--- config.mk ---
export PLATFORM = sky130hd
export DESIGN_NAME = irq_notify_top
export DESIGN_NICKNAME = d
export VERILOG_FILES = /design/src/rtl/irqn_pkg.sv /design/src/rtl/irqn_regs.sv /design/src/rtl/irqn_fifo.sv /design/src/rtl/irqn_packer.sv /design/src/rtl/irq_notify_top.sv
export SDC_FILE = /design/constraint.sdc
export NUM_CORES = 1
export LEC_CHECK = 0
export BUFFER_PORTS_ARGS = -buffer_cell sky130_fd_sc_hd__clkbuf_2
export CAP_MARGIN = 20
export CORE_MARGIN = 5
export CORE_UTILIZATION = 34
export DETAILED_ROUTE_END_ITERATION = 10
export SYNTH_ARGS = -nofsm -noshare
export SYNTH_HDL_FRONTEND = slang
export SYNTH_SLANG_ARGS = --single-unit
--- constraint.sdc ---
create_clock -name clk -period 2.1 [get_ports clk]
set_input_delay 0 -clock clk [delete_from_list [all_inputs] [get_ports clk]]
set_output_delay 0 -clock clk [all_outputs]
set_load 0.01 [all_outputs]
--- src/rtl/irqn_pkg.sv ---
package irqn_pkg;

    localparam int DW        = 64;
    localparam int CFG_IDX_W = 5;

    // Memory-mapped byte offsets
    localparam int unsigned OFF_CTL  = 32'h58;
    localparam int unsigned OFF_WIN  = 32'h60;
    localparam int unsigned OFF_NTF  = 32'h68;
    localparam int unsigned OFF_OFS  = 32'h70;
    localparam int unsigned OFF_RZ0  = 32'h20;
    localparam int unsigned OFF_RZ1  = 32'h28;

    localparam logic [CFG_IDX_W-1:0] CFG_BASE_IDX = 5'h0A;

    // Control bits, LSB-first positions
    localparam int CTL_METHOD_BIT = 63;
    localparam int CTL_SRCRST_BIT = 62;

    localparam logic [DW-1:0] ALL_ONES = '1;

    typedef enum logic [2:0] {
        SEL_CTL,
        SEL_WIN,
        SEL_NTF,
        SEL_OFS,
        SEL_ZERO,
        SEL_NONE
    } rsel_e;

    function automatic rsel_e decode_off(input int unsigned off);
        case (off)
            OFF_CTL:          return SEL_CTL;
            OFF_WIN:          return SEL_WIN;
            OFF_NTF:          return SEL_NTF;
            OFF_OFS:          return SEL_OFS;
            OFF_RZ0, OFF_RZ1: return SEL_ZERO;
            default:          return SEL_NONE;
        endcase
    endfunction

    // MSB-first bit n as an LSB-first mask
    function automatic logic [DW-1:0] msb0_mask(input int unsigned n);
        return 64'd1 << (DW - 1 - n);
    endfunction

endpackage

--- src/rtl/irqn_regs.sv ---
module irqn_regs
    import irqn_pkg::*;
#(
    parameter int ADDR_W            = 8,
    parameter int NUM_SRC           = 14,
    parameter int SRC_W             = 4,
    parameter logic [63:0] BASE_MASK  = 64'h00FF_FFFF_FFF0_0000,
    parameter logic [63:0] BASE_RESET = 64'h0000_0006_0300_0000
) (
    input  logic                 clk,
    input  logic                 rst_n,
    input  logic                 wr_en,
    input  logic [ADDR_W-1:0]    addr,
    input  logic [DW-1:0]        wdata,
    output logic [DW-1:0]        rdata,
    input  logic                 cfg_wr_en,
    input  logic [CFG_IDX_W-1:0] cfg_idx,
    input  logic [DW-1:0]        cfg_wdata,
    input  logic                 lvl_we,
    input  logic [SRC_W-1:0]     lvl_idx,
    input  logic                 lvl_val,
    output logic [DW-1:0]        ntf_reg,
    output logic [31:0]          ofs_hi,
    output logic [DW-1:0]        lvl_reg,
    output logic [DW-1:0]        base_reg,
    output logic                 src_rst,
    output logic                 map_p,
    output logic                 unmap_p,
    output logic [DW-1:0]        map_addr
);

    localparam logic [DW-1:0] BASE_KEEP = BASE_MASK | 64'd1;
    localparam logic [DW-1:0] VALID_CLR = ~64'd1;

    typedef struct packed {
        logic [DW-1:0] ctl;
        logic [DW-1:0] win;
        logic [DW-1:0] ntf;
        logic [DW-1:0] ofs;
        logic [DW-1:0] lvl;
        logic [DW-1:0] base;
        logic [DW-1:0] waddr;
        logic          rst_p;
        logic          map;
        logic          unmap;
    } regs_t;

    localparam regs_t REGS_RST = '{
        ctl: '0, win: '0, ntf: '0, ofs: '0, lvl: '0,
        base: (BASE_RESET & BASE_MASK) | 64'd1,
        waddr: '0, rst_p: 1'b0, map: 1'b0, unmap: 1'b0
    };

    regs_t         r_d, r_q;
    rsel_e         sel;
    logic          lvl_ok;
    logic [DW-1:0] lvl_mask;

    always_comb begin
        sel      = decode_off(32'(addr));
        lvl_ok   = lvl_we && !r_q.ctl[CTL_METHOD_BIT] && (32'(lvl_idx) < 32'(NUM_SRC));
        lvl_mask = msb0_mask(32'(lvl_idx));

        r_d       = r_q;
        r_d.rst_p = 1'b0;
        r_d.map   = 1'b0;
        r_d.unmap = 1'b0;

        if (wr_en) begin
            case (sel)
                SEL_CTL: begin
                    r_d.ctl   = wdata;
                    r_d.rst_p = wdata[CTL_SRCRST_BIT];
                end
                SEL_WIN: begin
                    r_d.win = wdata;
                    if (wdata[0] && !r_q.win[0]) begin
                        r_d.map   = 1'b1;
                        r_d.waddr = wdata & VALID_CLR;
                    end else if (!wdata[0] && r_q.win[0]) begin
                        r_d.unmap = 1'b1;
                        r_d.waddr = r_q.win & VALID_CLR;
                    end
                end
                SEL_NTF: r_d.ntf = wdata;
                SEL_OFS: r_d.ofs = wdata;
                default: ;
            endcase
        end

        if (lvl_ok) begin
            if (lvl_val) r_d.lvl = r_q.lvl | lvl_mask;
            else         r_d.lvl = r_q.lvl & ~lvl_mask;
        end

        if (cfg_wr_en && (cfg_idx == CFG_BASE_IDX)) begin
            r_d.base = cfg_wdata & BASE_KEEP;
        end

        case (sel)
            SEL_CTL:  rdata = r_q.ctl;
            SEL_WIN:  rdata = r_q.win;
            SEL_NTF:  rdata = r_q.ntf;
            SEL_OFS:  rdata = r_q.ofs;
            SEL_ZERO: rdata = '0;
            default:  rdata = ALL_ONES;
        endcase
    end

    always_ff @(posedge clk or negedge rst_n) begin
        if (!rst_n) r_q <= REGS_RST;
        else        r_q <= r_d;
    end

    assign ntf_reg  = r_q.ntf;
    assign ofs_hi   = r_q.ofs[63:32];
    assign lvl_reg  = r_q.lvl;
    assign base_reg = r_q.base;
    assign src_rst  = r_q.rst_p;
    assign map_p    = r_q.map;
    assign unmap_p  = r_q.unmap;
    assign map_addr = r_q.waddr;

    AST_SRCRST_CAUSE: assert property (@(posedge clk) disable iff (!rst_n)
        r_q.rst_p |-> $past(wr_en && (sel == SEL_CTL) && wdata[CTL_SRCRST_BIT]));

    AST_LVL_FROZEN: assert property (@(posedge clk) disable iff (!rst_n)
        (lvl_we && r_q.ctl[CTL_METHOD_BIT]) |=> $stable(r_q.lvl));

    AST_MAP_CAUSE: assert property (@(posedge clk) disable iff (!rst_n)
        r_q.map |-> ($past(wr_en && (sel == SEL_WIN)) && r_q.win[0]));

    AST_UNMAP_CAUSE: assert property (@(posedge clk) disable iff (!rst_n)
        r_q.unmap |-> ($past(r_q.win[0]) && !r_q.win[0]));

endmodule

--- src/rtl/irqn_fifo.sv ---
module irqn_fifo #(
    parameter int DEPTH = 4,
    parameter int W     = 4,
    localparam int PTR_W = (DEPTH > 1) ? $clog2(DEPTH) : 1,
    localparam int CNT_W = $clog2(DEPTH + 1)
) (
    input  logic         clk,
    input  logic         rst_n,
    input  logic         push,
    input  logic [W-1:0] push_data,
    input  logic         pop,
    output logic         empty,
    output logic [W-1:0] head
);

    typedef struct packed {
        logic [PTR_W-1:0] wp;
        logic [PTR_W-1:0] rp;
        logic [CNT_W-1:0] cnt;
    } fptr_t;

    fptr_t      f_d, f_q;
    logic       full;
    logic       push_ok;
    logic [W-1:0] mem_q [DEPTH];

    always_comb begin
        full    = (f_q.cnt == CNT_W'(DEPTH));
        empty   = (f_q.cnt == '0);
        push_ok = push && !full;

        f_d = f_q;
        if (push_ok) begin
            f_d.wp = (f_q.wp == PTR_W'(DEPTH - 1)) ? '0 : f_q.wp + 1'b1;
        end
        if (pop) begin
            f_d.rp = (f_q.rp == PTR_W'(DEPTH - 1)) ? '0 : f_q.rp + 1'b1;
        end
        f_d.cnt = f_q.cnt + CNT_W'(push_ok) - CNT_W'(pop);
    end

    always_ff @(posedge clk or negedge rst_n) begin
        if (!rst_n) f_q <= '0;
        else        f_q <= f_d;
    end

    // Storage array: written in place, no reset needed
    always_ff @(posedge clk) begin
        if (push_ok) mem_q[f_q.wp] <= push_data;
    end

    assign head = mem_q[f_q.rp];

    AST_NO_OVERFLOW: assert property (@(posedge clk) disable iff (!rst_n)
        f_q.cnt <= CNT_W'(DEPTH));

    AST_POP_NONEMPTY: assert property (@(posedge clk) disable iff (!rst_n)
        pop |-> (f_q.cnt != '0));

endmodule

--- src/rtl/irqn_packer.sv ---
module irqn_packer #(
    parameter int SRC_W = 4,
    parameter logic [63:0] TRIG_FLAG = 64'h8000_0000_0000_0000
) (
    input  logic             clk,
    input  logic             rst_n,
    input  logic             empty,
    input  logic [SRC_W-1:0] head,
    input  logic [63:0]      ntf_reg,
    input  logic [31:0]      ofs_hi,
    input  logic             ready,
    output logic             pop,
    output logic             valid,
    output logic [63:0]      addr,
    output logic [63:0]      data
);

    typedef struct packed {
        logic        v;
        logic [63:0] addr;
        logic [63:0] data;
    } stage_t;

    stage_t p_d, p_q;
    logic   free;
    logic   send;

    always_comb begin
        free = !p_q.v || ready;
        pop  = free && !empty;
        send = pop && ntf_reg[0];

        p_d = p_q;
        if (free) begin
            p_d.v = send;
            if (send) begin
                p_d.addr = ntf_reg & ~64'd1;
                p_d.data = TRIG_FLAG | {32'd0, ofs_hi} | 64'(head);
            end
        end
    end

    always_ff @(posedge clk or negedge rst_n) begin
        if (!rst_n) p_q <= '0;
        else        p_q <= p_d;
    end

    assign valid = p_q.v;
    assign addr  = p_q.addr;
    assign data  = p_q.data;

    AST_NTF_HOLD: assert property (@(posedge clk) disable iff (!rst_n)
        (p_q.v && !ready) |=> (p_q.v && $stable(p_q.addr) && $stable(p_q.data)));

    AST_NO_SEND_INVALID: assert property (@(posedge clk) disable iff (!rst_n)
        $rose(p_q.v) |-> $past(ntf_reg[0]));

endmodule

--- src/rtl/irq_notify_top.sv ---
module irq_notify_top
    import irqn_pkg::*;
#(
    parameter int ADDR_W     = 8,
    parameter int NUM_SRC    = 14,
    parameter int FIFO_DEPTH = 4,
    parameter logic [63:0] TRIG_FLAG  = 64'h8000_0000_0000_0000,
    parameter logic [63:0] BASE_MASK  = 64'h00FF_FFFF_FFF0_0000,
    parameter logic [63:0] BASE_RESET = 64'h0000_0006_0300_0000,
    localparam int SRC_W = (NUM_SRC > 1) ? $clog2(NUM_SRC) : 1
) (
    input  logic              clk,
    input  logic              rst_n,
    input  logic              reg_wr_en,
    input  logic [ADDR_W-1:0] reg_addr,
    input  logic [63:0]       reg_wdata,
    output logic [63:0]       reg_rdata,
    input  logic              cfg_wr_en,
    input  logic [4:0]        cfg_idx,
    input  logic [63:0]       cfg_wdata,
    output logic [63:0]       cfg_rdata,
    input  logic              lvl_we,
    input  logic [SRC_W-1:0]  lvl_idx,
    input  logic              lvl_val,
    input  logic              evt_valid,
    input  logic [SRC_W-1:0]  evt_src,
    output logic              ntf_valid,
    input  logic              ntf_ready,
    output logic [63:0]       ntf_addr,
    output logic [63:0]       ntf_data,
    output logic              src_reset,
    output logic              win_map,
    output logic              win_unmap,
    output logic [63:0]       win_addr,
    output logic [63:0]       lvl_state,
    output logic [63:0]       base_addr
);

    logic [63:0]      ntf_reg;
    logic [31:0]      ofs_hi;
    logic             q_empty;
    logic             q_pop;
    logic             q_push;
    logic [SRC_W-1:0] q_head;

    assign q_push    = evt_valid && (32'(evt_src) < 32'(NUM_SRC));
    assign cfg_rdata = ALL_ONES;

    irqn_regs #(
        .ADDR_W     (ADDR_W),
        .NUM_SRC    (NUM_SRC),
        .SRC_W      (SRC_W),
        .BASE_MASK  (BASE_MASK),
        .BASE_RESET (BASE_RESET)
    ) u_regs (
        .clk       (clk),
        .rst_n     (rst_n),
        .wr_en     (reg_wr_en),
        .addr      (reg_addr),
        .wdata     (reg_wdata),
        .rdata     (reg_rdata),
        .cfg_wr_en (cfg_wr_en),
        .cfg_idx   (cfg_idx),
        .cfg_wdata (cfg_wdata),
        .lvl_we    (lvl_we),
        .lvl_idx   (lvl_idx),
        .lvl_val   (lvl_val),
        .ntf_reg   (ntf_reg),
        .ofs_hi    (ofs_hi),
        .lvl_reg   (lvl_state),
        .base_reg  (base_addr),
        .src_rst   (src_reset),
        .map_p     (win_map),
        .unmap_p   (win_unmap),
        .map_addr  (win_addr)
    );

    irqn_fifo #(
        .DEPTH (FIFO_DEPTH),
        .W     (SRC_W)
    ) u_fifo (
        .clk       (clk),
        .rst_n     (rst_n),
        .push      (q_push),
        .push_data (evt_src),
        .pop       (q_pop),
        .empty     (q_empty),
        .head      (q_head)
    );

    irqn_packer #(
        .SRC_W     (SRC_W),
        .TRIG_FLAG (TRIG_FLAG)
    ) u_packer (
        .clk     (clk),
        .rst_n   (rst_n),
        .empty   (q_empty),
        .head    (q_head),
        .ntf_reg (ntf_reg),
        .ofs_hi  (ofs_hi),
        .ready   (ntf_ready),
        .pop     (q_pop),
        .valid   (ntf_valid),
        .addr    (ntf_addr),
        .data    (ntf_data)
    );

endmodule

# --- Yosys cells after proc, flatten, opt, wreduce, memory -nomap -nowiden ---
# Memory sizes are Yosys's and may differ from the RTL's.
# Index checks and enable logic that the tools add are counted.
word_totals:
  wordCells: 84
  input_bits: 157
  ram_bits: 16
  output_inout_bits: 452
  memories: 1
  reg_bits: 559
memory_table:
  columns: ["memory", "words", "width", "rd", "rd_clocked_by_memory_dff", "wr", "line", "text"]
  rows:
  - ["u_fifo.mem_q", 4, 4, 1, 0, 1, "irqn_fifo.sv:25", "logic [W-1:0] mem_q [DEPTH];"]
op_classes:
  bitwise_logic: 4
  shifts: 1
  add_sub_neg: 5
  n_lt_le_gt_ge: 2
  n_reduce_logical: 26
  muxes: 15
  n_eq_ne: 14
ops:
  columns: ["operator", "count"]
  rows:
  - ["$pmux 64 s5", 1]
  - ["$mux 64", 3]
  - ["$and 64x64->64", 1]
  - ["$not 64->64", 1]
  - ["$or 64x4->64", 1]
  - ["$or 64x64->64", 1]
  - ["$shl 1x32->64 const A", 1]
  - ["$eq 8x7->1 const B", 4]
  - ["$eq 8x6->1 const B", 2]
  - ["$pmux 3 s5", 1]
  - ["$reduce_and 2->1", 5]
  - ["$logic_and 1x1->1", 9]
  - ["$lt 4x4->1 const B", 2]
  - ["$sub 6x4->7 const A", 1]
  - ["$eq 3x2->1 const B", 2]
  - ["$eq 3x3->1 const B", 2]
  - ["$logic_not 1->1", 6]
  - ["$logic_not 3->1", 2]
  - ["$mux 1", 6]
  - ["$mux 2", 3]
  - ["$eq 5x4->1 const B", 1]
  - ["$add 2x1->2 const B", 2]
  - ["$eq 2x2->1 const B", 2]
  - ["$add 3x1->3", 1]
  - ["7 further kinds", 7]

# --- Logic depth before layout (Yosys ltp) ---
# Gate-level depths: netlist (run 1).
depth:
  depth_word: 6
  depth_mapped: 9
  ltp_nobuf: 9

# --- By module ---
# A second synthesis (run 1) with hierarchy kept.
unflattened:
  hier_cells: 1882
  hier_area_um2: 23907.9
by_module_without_submodules:
  columns: ["module", "area_per_inst_um2", "n_inst", "cells_each"]
  rows:
  - ["irqn_regs", 18490.2, 1, 1505]
  - ["irqn_packer", 3881.2, 1, 248]
  - ["irqn_fifo", 1042.2, 1, 62]
  - ["irq_notify_top", 494.2, 1, 67]

# --- Least setup slack after synthesis (run 1) ---
# OpenSTA, ideal clock, no wires.
synth_path:
  path_type: "register -> register"
  start: "register u_regs.r_q[323] (netlist bit)"
  end: "register u_regs.r_q, in the netlist u_regs.map_addr[10]"
  n_path_buf: 2
  synth_period_minus_slack_ns: 1.974
  arrival_time_ns: 1.846
  stages_incl_launch_ff: 7
  setup_time_ns: 0.127
  required_ns: 1.973
  setup_slack_ns: 0.126
  path_cell_list: "dfrtp_1 inv_1 ha_1 clkbuf_1 clkbuf_1 mux2_2 mux2_1"
synth_between:
  elab_chain_len: 4
  word_cells_on_any_way: 6
  classes_between: "1 x mux; 5 x reduce/logical"
synth_lines:
  columns: ["element", "line", "text"]
  rows:
  - ["from (decl)", "irqn_regs.sv:54", "regs_t r_d, r_q;"]
  - ["from (signal assigned)", "irqn_regs.sv:112", "else r_q <= r_d;"]
  - ["$logic_not 1->1", "irqn_regs.sv:77", "if (wdata[0] && !r_q.win[0]) begin"]
  - ["$logic_and 1x1->1", "irqn_regs.sv:77", null]
  - ["$reduce_bool 2->1 (no source line)", null, null]
  - ["$reduce_and 3->1 (no source line)", null, null]
# Parallel ways exist; a longest one is shown, timed or not.
# A chain may end at the register's enable or synchronous reset.

# --- Worst setup path after layout (run 1) ---
layout_path:
  start: "register u_regs.r_q[450] (netlist bit)"
  end: "register u_regs.r_q, in the netlist u_regs.lvl_reg[63]"
layout_between:
  elab_chain_len: 3
layout_lines:
  columns: ["element", "line", "text"]
  rows:
  - ["$logic_not 1->1", "irqn_regs.sv:61", "lvl_ok = lvl_we && !r_q.ctl[CTL_METHOD_BIT] && (32'(lvl_idx) < 32'(NUM_SRC));"]
  - ["$logic_and 1x1->1 (2 in series)", "irqn_regs.sv:61", null]
# No other way between the ends.

==> results of run 1 <==
## placed cells by master (no fill, tap or decap), types with 4 or more instances in the layout
cell           netlist  layout
o211ai_1            64      64
a22oi_1            128     128
ha_1                 9       8
dlygate4sd3_1        0     117
dfrtp_1            474     474
clkinv_2             0      11
inv_6                0       4
buf_4              288      43
inv_1               13      13
clkbuf_8             0      15
nand2b_1             4       4
o21ai_0             14      14
clkbuf_1            51      10
and2_1               8       7
nor3_1               5       4
clkbuf_2             0     408
buf_12               0      33
clkbuf_16            0      56
mux2_1              21      21
dfstp_2              5       5
edfxtp_1            16      16
mux4_2               4       4
nor2_1               9       9
conb_1               2     172
nand2_1            204     203
mux2_2             435     435
## how the worst max path moves through the flow
stage	from	to	slack (ps)	cells past startpoint
floorplan	u_regs.r_q[323]$_DFFE_PN0P_	u_regs.map_addr[10]$_DFFE_PN0P_	130	6
global placement	u_fifo.f_q[0]$_DFF_PN0_	u_fifo.f_q[2]$_DFF_PN0_	20	9
detailed placement	u_fifo.f_q[0]$_DFF_PN0_	u_fifo.f_q[2]$_DFF_PN0_	-30	9
CTS	u_regs.r_q[450]$_DFFE_PN0P_	u_regs.lvl_reg[63]$_DFFE_PN0P_	40	5
global route	u_fifo.f_q[0]$_DFF_PN0_	u_fifo.f_q[2]$_DFF_PN0_	-30	9
finish	u_regs.r_q[450]$_DFFE_PN0P_	u_regs.lvl_reg[63]$_DFFE_PN0P_	30	5
## stage by stage
stage / setup slack [ps] / area [um2] / TNS [ps] / power [W] / utilization
after global routing: -25.0 / 28500 / -25.0 / 0.0247 / 0.418
final: 31.7 / 28500 / 0 / 0.0237 / 0.418
after CTS: 42.7 / 28500 / 0 / 0.0240 / 0.418
after global placement: 21.2 / 25400 / 0 / 0.0137 / 0.373
after floorplan: 126 / 23900 / 0 / 0.0129 / -
after detailed placement: -26.8 / 25400 / -26.8 / 0.0139 / 0.373
## metal layers
| layer | part of all wire | global-route usage | up-vias |
|---|---|---|---|
| met2 | 0.50 | 0.297 | 558 |
| li1 | - | - | 6922 |
| met3 | 0.065 | 0.0393 | 100 |
| met4 | 0.021 | 0.0437 | 0 |
| met5 | 0 | 0 | - |
| met1 | 0.41 | 0.225 | 8104 |
## worst reg2reg max path, stage by stage, from the launching register on
cell and delay (ps):
dfrtp_1 500, nor3b_1 370, buf_4 200, nand2_1 60, mux2_2 260, dlygate4sd3_1 560
## logic make-up after synthesis
group | after synthesis
DFF | 495
buffers and inverters | 411
muxes | 460
and+or+nand+nor | 260
adders and majority gates | 10
xor gates and xnor gates | 2
AOI/OAI and AO/OA | 210
other | 2
## what timing repair did
action | 4_1_cts | 5_1_grt
setup endpoints to repair | 1 | 2
hold endpoints to repair | 781 | 0
buffers inserted | 0 | 2
resized for setup | 3 | 1
hold buffers | 118 | 0
pin swaps | 1 | 2
## layout make-up
type,count,area [um2],share of cell area
well taps,882,1100,0.0387
diodes,1,2.50,0.0000877
clock buffers,81,1650,0.0577
repair buffers,602,4210,0.148
inverters,13,48.8,0.00171
clock inverters,21,213,0.00746
multi-input cells,1114,8820,0.309
flip-flops and latches,495,12500,0.437
## report_power, final
part,internal [W],switching [W]
logic,0.00147,0.00162
registers,0.0103,0.000483
clock network,0.00580,0.00397
total,0.0176,0.00607
==> results by group, run 1 <==
Cells and area
  – Number of fill cells: 6,314
  – Final #Nets: 2,449
  – Number of flip-flops in the largest register: 160
  – Post-route insts no fill: 3,209
  – Share of cells above drive strength 1: 0.446
  – Area Overhead vs Synth: 22.5%

Synth
  – Largest family of logic cells by synthesized area: multiplexers
  – Synth cell count leaders: dfrtp_1, mux2_2, buf_4, nand2_1, a22oi_1
  – Mapped Area: 0.0233 mm2
  – Count leader, synth: dfrtp_1
  – Synth warnings: 0
  – Mux cell area share after synthesis: 0.224
  – Post-synthesis adder-cell area fraction: 0.00569
  – Top post-synthesis cells by area: dfrtp_1, mux2_2, buf_4
  – Synth unique cells: 43
  – #FFs+latches synth: 495
  – Sequential element share of the synthesized area: 0.536
  – Area share of and/or/nand/nor cells after synthesis: 0.0495
  – Async SR Flop Fraction: 0.968
  – Post-synthesis compound-gate area fraction: 0.0661
  – Cells after synthesis: 1,850
  – Primary FF master, synth: dfrtp_1
  – Cell taking the most area after synthesis: dfrtp_1
  – Post-synthesis xor/xnor area fraction: 0.000752
  – Mean Syn Cell Area: 12.6 um2
  – Share of Yosys cell area claimed by the top area cell type: 0.509
  – EDFF count, synth: 16

Status
  – Status: complete, no violations

STA
  – Worst clock skew: 14.6 ps
  – Fin crit period: 2070 ps
  – WHS: 123 ps
  – Final Cycle Share: 0.985
  – Final setup vio count: 0
  – Final hold violations: 0
  – Max Slew Vio Count: 0
  – Fmax: 483 MHz
  – Worst-margin pin slew: 641 ps
  – Worst relative slew slack: 0.573

Power
  – Peak supply drop: 0.571 mV
  – Leak pwr: 14.4 nW
  – Pwr/cell area: 831 mW/mm2

Worst setup path
  – Worst EP required: 2560 ps
  – Crit-path slowest cell: dlygate4sd3_1
  – R2R Setup Slk: 30 ps
  – Type of origin of the critical path: flop
  – Worst R2R Path Depth: 5
  – CP Class: reg2reg
  – Worst path cell trace: nor3b_1 > buf_4 > nand2_1 > mux2_2 > dlygate4sd3_1
  – Top Family by Delay on Critical Path: buffers and inverters
  – RR Startpoint: u_regs.r_q[450]$_DFFE_PN0P_
  – WP buf/inv: 2
  – Crit-path max FO: 5
  – Crit end category: flop
  – Crit-path max cell delay: 560 ps
  – R2R Path End: u_regs.lvl_reg[63]$_DFFE_PN0P_
  – CP Data Arrival Time: 2530 ps

CTS
  – CTS Buf Count: 56
  – CTS H-tree lvls: 2
  – Root Buffer: clkbuf_16
  – CTS sink cnt: 495
  – Clk slew on worst S/H paths: 60 ps
  – Largest buffer count on any clock path: 3
  – Worst skew pair latency: 600 ps
  – CTS tree: done

Placement
  – RD Place Congestion: 0.789
  – HPWL after DPL: 45,000 um
  – DP Cell Count: 2,986
  – PortBufs: 409

Die
  – Starting density of the core: 0.341
  – Core area: 0.0682 mm2
  – Die area: 0.0738 mm2
  – Row count: 96
  – I/O pin count: 609
  – Chip height: 272 um
  – Die Wd: 272 um

Detailed routing
  – First-pass DRT Iterations: 5
  – Drt wl/cell: 20.8 um
  – DRC violations left: 0
  – Vias per cell: 4.89
  – Final wirelength: 66,800 um
  – Detail Route Antenna Nets: 0
  – Via count: 15.7k
  – DR iter-0 viols: 893

Global route
  – Total gr overflow: 0
  – First-pass GRT wire length: 102,000 um
  – Largest net degree at the start of global routing: 50
  – Number of global-route vias before repair: 16.7k
  – Initial antenna violation count: 1
  – All-layer global routing usage: 0.174

Min path
  – Hold path start: reg_wr_en
  – WHS Endpoint: u_regs.r_q[387]$_DFFE_PN0P_
  – Hold Path Depth: 4
  – Hold Path Class: in2reg

Run
  – Max-cap viol count: 0
(Power assumes the default switching activity.)
==> run 2: changes to the inputs <==
--- a/config.mk
+++ b/config.mk
@@ -12,2 +12,3 @@
 export DETAILED_ROUTE_END_ITERATION = 10
+export RECOVER_POWER = 25
 export SYNTH_ARGS = -nofsm -noshare
==> constraint.sdc (replaced) <==
create_clock -name clk -period 2.1 [get_ports clk]
set_input_delay 0.315 -clock clk [delete_from_list [all_inputs] [get_ports clk]]
set_output_delay 0.315 -clock clk [all_outputs]
set_load 0.01 [all_outputs]
==> run 2 against run 1 <==
Against the previous run:
- the flow now finishes with violations (setup timing)
- total power is 2.5% lower
- register-to-register slack better by 90 ps
- hold slack worse by 63 ps
- design area is 2.2% higher
- worst setup slack worse by 110 ps
- via count is 1.1% higher
- maximum frequency is 5.2% lower
- cell count is 1.5% higher
- non-clock buffer count is 55 higher
- first-iteration DRC count is 9.5% lower
- critical path depth is 4 higher
==> results by group, run 2 (synthesized netlist as in run 1, its figures left out) <==
Global route
  – Most Used Layer, Global Route: met2
  – GR Util met1: 0.231 (+0.00648)
  – All-layer global routing usage: 0.177 (+0.00325)
  – Number of global-route vias before repair: 16.9k (+1.4%)
  – Initial antenna violation count: 4 (+3)
  – GR Util met3: 0.0342 (-0.00513)
  – Largest net degree at the start of global routing: 83 (+66%)
  – Met2 usage: 0.304 (+0.00643)
  – Total gr overflow: 0 (unchanged)
  – First-pass GRT wire length: 104,000 um (+1.8%)

Min path
  – Hold Path Class: in2reg
  – Hold Path Depth: 3 (-1)

Detailed routing
  – Via count: 15.9k (+1.1%)
  – Drt wl/cell: 21.0 um (+0.83%)
  – DRC violations left: 0 (unchanged)
  – Final wirelength: 68,400 um (+2.3%)
  – DR iter-0 viols: 808 (-9.5%)
  – First-pass DRT Iterations: 5 (unchanged)
  – Detail Route Antenna Nets: 0 (unchanged)
  – Vias per cell: 4.87 (-0.38%)

Cells and area
  – Area Overhead vs Synth: 25.1%
  – Final #Nets: 2,502 (+2.2%)
  – Commonest non-fill, non-tap cells in the layout: dfrtp_1, mux2_2, clkbuf_2
  – Most common cell after layout, fill and taps aside: dfrtp_1
  – Final core occ: 0.427 (+0.00917)
  – Finished Cell Area: 0.0291 mm2 (+2.2%)
  – Share of cells above drive strength 1: 0.464 (+0.0177)
  – Number of flip-flops in the largest register: 160 (unchanged)

Power
  – Leak pwr: 14.6 nW (+1.4%)
  – Peak supply drop: 0.645 mV (+13%)
  – Final Power: 0.0231 W (-2.5%)
  – Pwr/cell area: 792 mW/mm2 (-4.6%)

Status
  – Violated checks: setup timing
  – Status: finished with violations

STA
  – Fin crit period: 2180 ps (+114 ps)
  – Final worst slack: -82.2 ps (-114 ps)
  – RSZ-0062 raised after global routing: yes
  – Final hold violations: 0 (unchanged)
  – Worst clock skew: 12.9 ps (-1.65 ps)
  – Worst relative slew slack: 0.275 (-0.297)
  – Fmax: 458 MHz (-5.2%)
  – Final setup vio count: 38 (+38)
  – Setup TNS Final: -1280 ps (-1280 ps)
  – Final Cycle Share: 1.04 (+0.0542)
  – Worst-margin pin slew: 1090 ps (+446 ps)
  – Max Slew Vio Count: 0 (unchanged)

Worst setup path
  – Worst R2R Path Depth: 9 (+4)
  – CP Data Arrival Time: 1870 ps (-660 ps)
  – Crit end category: primary output
  – CP Class: in2out
  – Crit-path max FO: 13 (+8)
  – Type of origin of the critical path: primary input
  – Worst EP required: 1780 ps (-780 ps)

Die
  – Core area: 0.0682 mm2 (unchanged)
  – Row count: 96 (unchanged)
  – I/O pin count: 609 (unchanged)
  – Die Wd: 272 um (unchanged)
  – Die area: 0.0738 mm2 (unchanged)
  – Starting density of the core: 0.341 (unchanged)
  – Chip height: 272 um (unchanged)

Placement
  – DP Worst Slack: -173 ps (-146 ps)
  – HPWL after DPL: 46,100 um (+2.6%)
  – RD Place Congestion: 0.784 (-0.53%)
  – DP Area: 0.0259 mm2 (+1.8%)
  – PortBufs: 409 (unchanged)

CTS
  – Clk slew on worst S/H paths: 60 ps (about the same)
  – CTS tree: done
  – CTS Buf Count: 54 (-3.6%)
  – Largest buffer count on any clock path: 3 (unchanged)
  – Worst skew pair latency: 600 ps (about the same)
  – CTS sink cnt: 495 (unchanged)
  – Root Buffer: clkbuf_16
  – CTS H-tree lvls: 2 (unchanged)

Run
  – Max-cap viol count: 0 (unchanged)
run 2: worst max-delay path, stage by stage:
cell      delay, ps
buf_2           140
nor4_4          290
buf_4           180
and2_4          160
buf_12          170
buf_4           150
a22oi_1         100
o211ai_1        150
buf_2           190
run 2: path summary, 6_finish.rpt:
kind	start	end	slack [ps]
worst min-delay path	reg_wdata[52]	u_regs.r_q[375]$_DFFE_PN0P_	60
max in group asynchronous	rst_n	u_regs.map_addr[46]$_DFFE_PN0P_	310
worst min register to register	u_regs.lvl_reg[49]$_DFFE_PN0P_	u_regs.lvl_reg[49]$_DFFE_PN0P_	380
worst max-delay path	reg_addr[1]	reg_rdata[18]	-80
worst max register to register	u_fifo.f_q[1]$_DFF_PN0_	u_fifo.f_q[2]$_DFF_PN0_	120
min in group asynchronous	rst_n	u_regs.r_q[342]$_DFFE_PN0P_	460
run 2: per-stage QoR:
| stage | hold slack (ps) | std cells |
|---|---|---|
| floorplan | 19.4 | 2020 |
| global placement | 228 | 3036 |
| detailed placement | 236 | 3036 |
| CTS | 1.20 | 3245 |
| global route | 19.8 | 3257 |
| finish | 60.4 | 3257 |
run 2: cell type report:
class / count / area, um2
Antenna cell: 2 / 5.00
Sequential cell: 495 / 12500
Timing Repair Buffer: 657 / 4880
Multi-Input combinational cell: 1114 / 8940
Inverter: 13 / 48.8
Clock buffer: 85 / 1590
Tap cell: 882 / 1100
Clock inverter: 9 / 100
Fill cell: 6251 / 39100
run 2: metal layers:
layer / vias up / share of wire / wire length [um]
li1: 7052 / - / -
met1: 8184 / 0.43 / 29300
met4: 2 / 0.023 / 1540
met2: 515 / 0.49 / 33800
met3: 105 / 0.055 / 3750
met5: - / 0.00029 / 20
run 2: power by group:
part / switching (W) / internal (W)
combinational: 0.00161 / 0.00148
sequential: 0.000518 / 0.0103
clock: 0.00385 / 0.00529
run 2: timing repair:
| item | CTS | global route |
|---|---|---|
| pin swaps | 10 | 20 |
| endpoints found under the setup margin | 65 | 65 |
| cloned | 2 | 5 |
| resized for setup | 23 | 104 |
| hold endpoints to repair | 399 | 0 |
| buffers inserted | 9 | 5 |
| hold buffers | 104 | 0 |
==> run 3: changes to the inputs <==
Settings changed: BUFFER_PORTS_ARGS -buffer_cell sky130_fd_sc_hd__clkbuf_2 to -buffer_cell sky130_fd_sc_hd__buf_2.
==> run 3 against run 2 <==
Against the previous run:
- sequential share of layout area grew 0.22 points
- design area shrank 0.51%
- combinational power shrank 2%
- clock power grew 12%
- largest cell class unchanged
- die area is the same
- largest power group unchanged
- critical path depth is the same
- highest routed layer unchanged
- the run still ends with setup timing left
==> results by group, run 3 (synthesized netlist as in run 1, its figures left out) <==
Status
  – Status: finished with violations
  – Violated checks: setup timing

STA
  – RSZ-0062 raised after global routing: yes
  – Worst-margin pin slew: 985 ps (-102 ps)
  – Fmax: 451 MHz (-1.6%)
  – Worst relative slew slack: 0.344 (+0.0681)
  – Final setup vio count: 60 (+58%)
  – Final worst slack: -118 ps (-35.3 ps)
  – Worst clock skew: 21.8 ps (+8.90 ps)
  – Final Cycle Share: 1.06 (+0.0168)
  – WHS: 49.8 ps (-10.6 ps)
  – Fin crit period: 2220 ps (+35.3 ps)
  – Max Slew Vio Count: 0 (unchanged)
  – Final hold violations: 0 (unchanged)

Min path
  – Hold Path Depth: 3 (unchanged)
  – Hold Path Class: in2reg

CTS
  – CTS sink cnt: 495 (unchanged)
  – Clk slew on worst S/H paths: 60 ps (about the same)
  – CTS H-tree lvls: 2 (unchanged)
  – Root Buffer: clkbuf_16
  – Worst skew pair latency: 590 ps (about the same)
  – CTS Buf Count: 54 (unchanged)
  – CTS tree: done
  – Largest buffer count on any clock path: 3 (unchanged)

Power
  – Switching Fraction: 0.252 (-0.00677)
  – Pwr/cell area: 829 mW/mm2 (+4.6%)
  – P_int: 0.0180 W (+5.0%)
  – Gate power share: 0.126 (-0.008)
  – Net load switching power: 0.00606 W (+1.4%)
  – Share of power burned in registers: 0.451 (-0.019)
  – Clk pwr share: 0.423 (+0.027)
  – Peak supply drop: 0.567 mV (-12%)
  – Leak pwr: 14.7 nW (+0.37%)

Worst setup path
  – R2R Path End: u_fifo.f_q[2]$_DFF_PN0_
  – Type of origin of the critical path: primary input
  – Origin of the worst setup path: reg_addr[0]
  – R2R Setup Slk: 100 ps (-20 ps)
  – Worst R2R Path Depth: 9 (unchanged)
  – RR Startpoint: u_fifo.f_q[1]$_DFF_PN0_
  – Crit end category: primary output
  – CP Capture Point: reg_rdata[50]
  – CP Class: in2out
  – CP Data Arrival Time: 1900 ps (+30 ps)
  – Worst EP required: 1780 ps (about the same)
  – Crit-path max FO: 14 (+1)

Cells and area
  – Final #Nets: 2,475 (-1.1%)
  – Number of flip-flops in the largest register: 160 (unchanged)
  – Share of cells above drive strength 1: 0.469 (+0.00457)
  – Antenna cells: 0 (-2)
  – Commonest non-fill, non-tap cells in the layout: dfrtp_1, mux2_2, buf_2
  – Final core occ: 0.425 (-0.00218)
  – Area Overhead vs Synth: 24.5%
  – Most common cell after layout, fill and taps aside: dfrtp_1

Placement
  – RD Place Congestion: 0.840 (+7.0%)
  – HPWL after DPL: 45,600 um (-1.2%)
  – PortBufs: 409 (unchanged)

Global route
  – Largest net degree at the start of global routing: 67 (-19%)
  – First-pass GRT wire length: 103,000 um (-0.87%)
  – Initial antenna violation count: 2 (-2)
  – Total gr overflow: 0 (unchanged)
  – All-layer global routing usage: 0.175 (-0.00169)
  – Number of global-route vias before repair: 16.8k (-0.63%)

Run
  – Max-cap viol count: 0 (unchanged)

Detailed routing
  – Via count: 15.7k (-1.0%)
  – Final wirelength: 67,000 um (-2.0%)
  – Drt wl/cell: 20.7 um (-1.3%)
  – DRC violations left: 0 (unchanged)
  – Detail Route Antenna Nets: 0 (unchanged)
  – DR iter-0 viols: 924 (+14%)
  – Vias per cell: 4.85 (-0.31%)
  – First-pass DRT Iterations: 5 (unchanged)

Die
  – Core area: 0.0682 mm2 (unchanged)
  – Die Wd: 272 um (unchanged)
  – Row count: 96 (unchanged)
  – Chip height: 272 um (unchanged)
  – Die area: 0.0738 mm2 (unchanged)
  – I/O pin count: 609 (unchanged)
  – Starting density of the core: 0.341 (unchanged)
-- run 3: changes by cell type in the layout (fill, tap and decap cells not counted), moves of 5 or more --
cell / previous run / this run
buf_12: 39 / 34
buf_8: 8 / 2
a22oi_1: 108 / 99
clkbuf_16: 59 / 54
buf_2: 52 / 397
buf_6: 11 / 2
clkbuf_2: 345 / 2
clkbuf_1: 29 / 14
a22oi_2: 20 / 29
bufinv_16: 1 / 8
clkinv_2: 3 / 8
-- run 3: what timing repair did --
action	CTS	global route
pin swaps	30	16
buffers inserted	6	1
setup endpoints to repair	65	64
hold endpoints to repair	550	0
hold buffers	104	0
cloned	3	0
resized for setup	35	14
-- run 3: power groups by stage --
stage               registers [W]  clock network [W]  logic, W
floorplan                  0.0109                  0   0.00202
global placement           0.0109                  0   0.00276
detailed placement         0.0110                  0   0.00287
CTS                        0.0108             0.0104   0.00304
global route               0.0109             0.0108   0.00333
finish                     0.0108             0.0102   0.00304
-- run 3: worst min path at each step --
stage / from / end
floorplan: rst_n / u_fifo.f_q[0]$_DFF_PN0_
global placement: rst_n / u_packer.addr[26]$_DFFE_PN0P_
detailed placement: rst_n / u_packer.addr[26]$_DFFE_PN0P_
CTS: reg_wdata[13] / u_regs.r_q[336]$_DFFE_PN0P_
global route: reg_wdata[13] / u_regs.r_q[336]$_DFFE_PN0P_
finish: reg_wdata[62] / u_regs.src_rst$_DFF_PN0_
-- run 3: stage by stage --
stage	instances	TNS, ps	power [W]	cell area (um2)	setup WS, ps
final	3234	-2830	0.0240	29000	-118
after global routing	3234	-13360	0.0250	29000	-204
after CTS	3233	-2380	0.0243	29000	-100
after detailed placement	3020	-6990	0.0138	25800	-185
after global placement	3020	-6720	0.0137	25800	-154
after floorplan	2020	0	0.0129	23900	126
-- run 3: area by class of cell --
cell class / instances / area [um2]
timing repair buffer: 630 / 4480
clock buffer: 77 / 1570
clock inverter: 23 / 350
multi-input combinational: 1114 / 8970
tap: 882 / 1100
inverter: 13 / 48.8
sequential: 495 / 12500
fill: 6280 / 39200
-- run 3: worst max-delay path, stage by stage --
cell and delay [ps]:
buf_8 100, nor4_4 350, buf_4 180, and2_4 160, buf_12 180, buf_4 160, a22oi_1 80, o211ai_1 150
buf_2 190
-- run 3: metal layers --
layer	track usage	share of wire	vias up	wire, um
met2	0.302	0.49	535	33200
li1	-	-	6986	-
met5	0	0.00040	-	27
met4	0.0410	0.018	4	1190
met1	0.229	0.42	8079	28500
met3	0.0358	0.062	93	4150
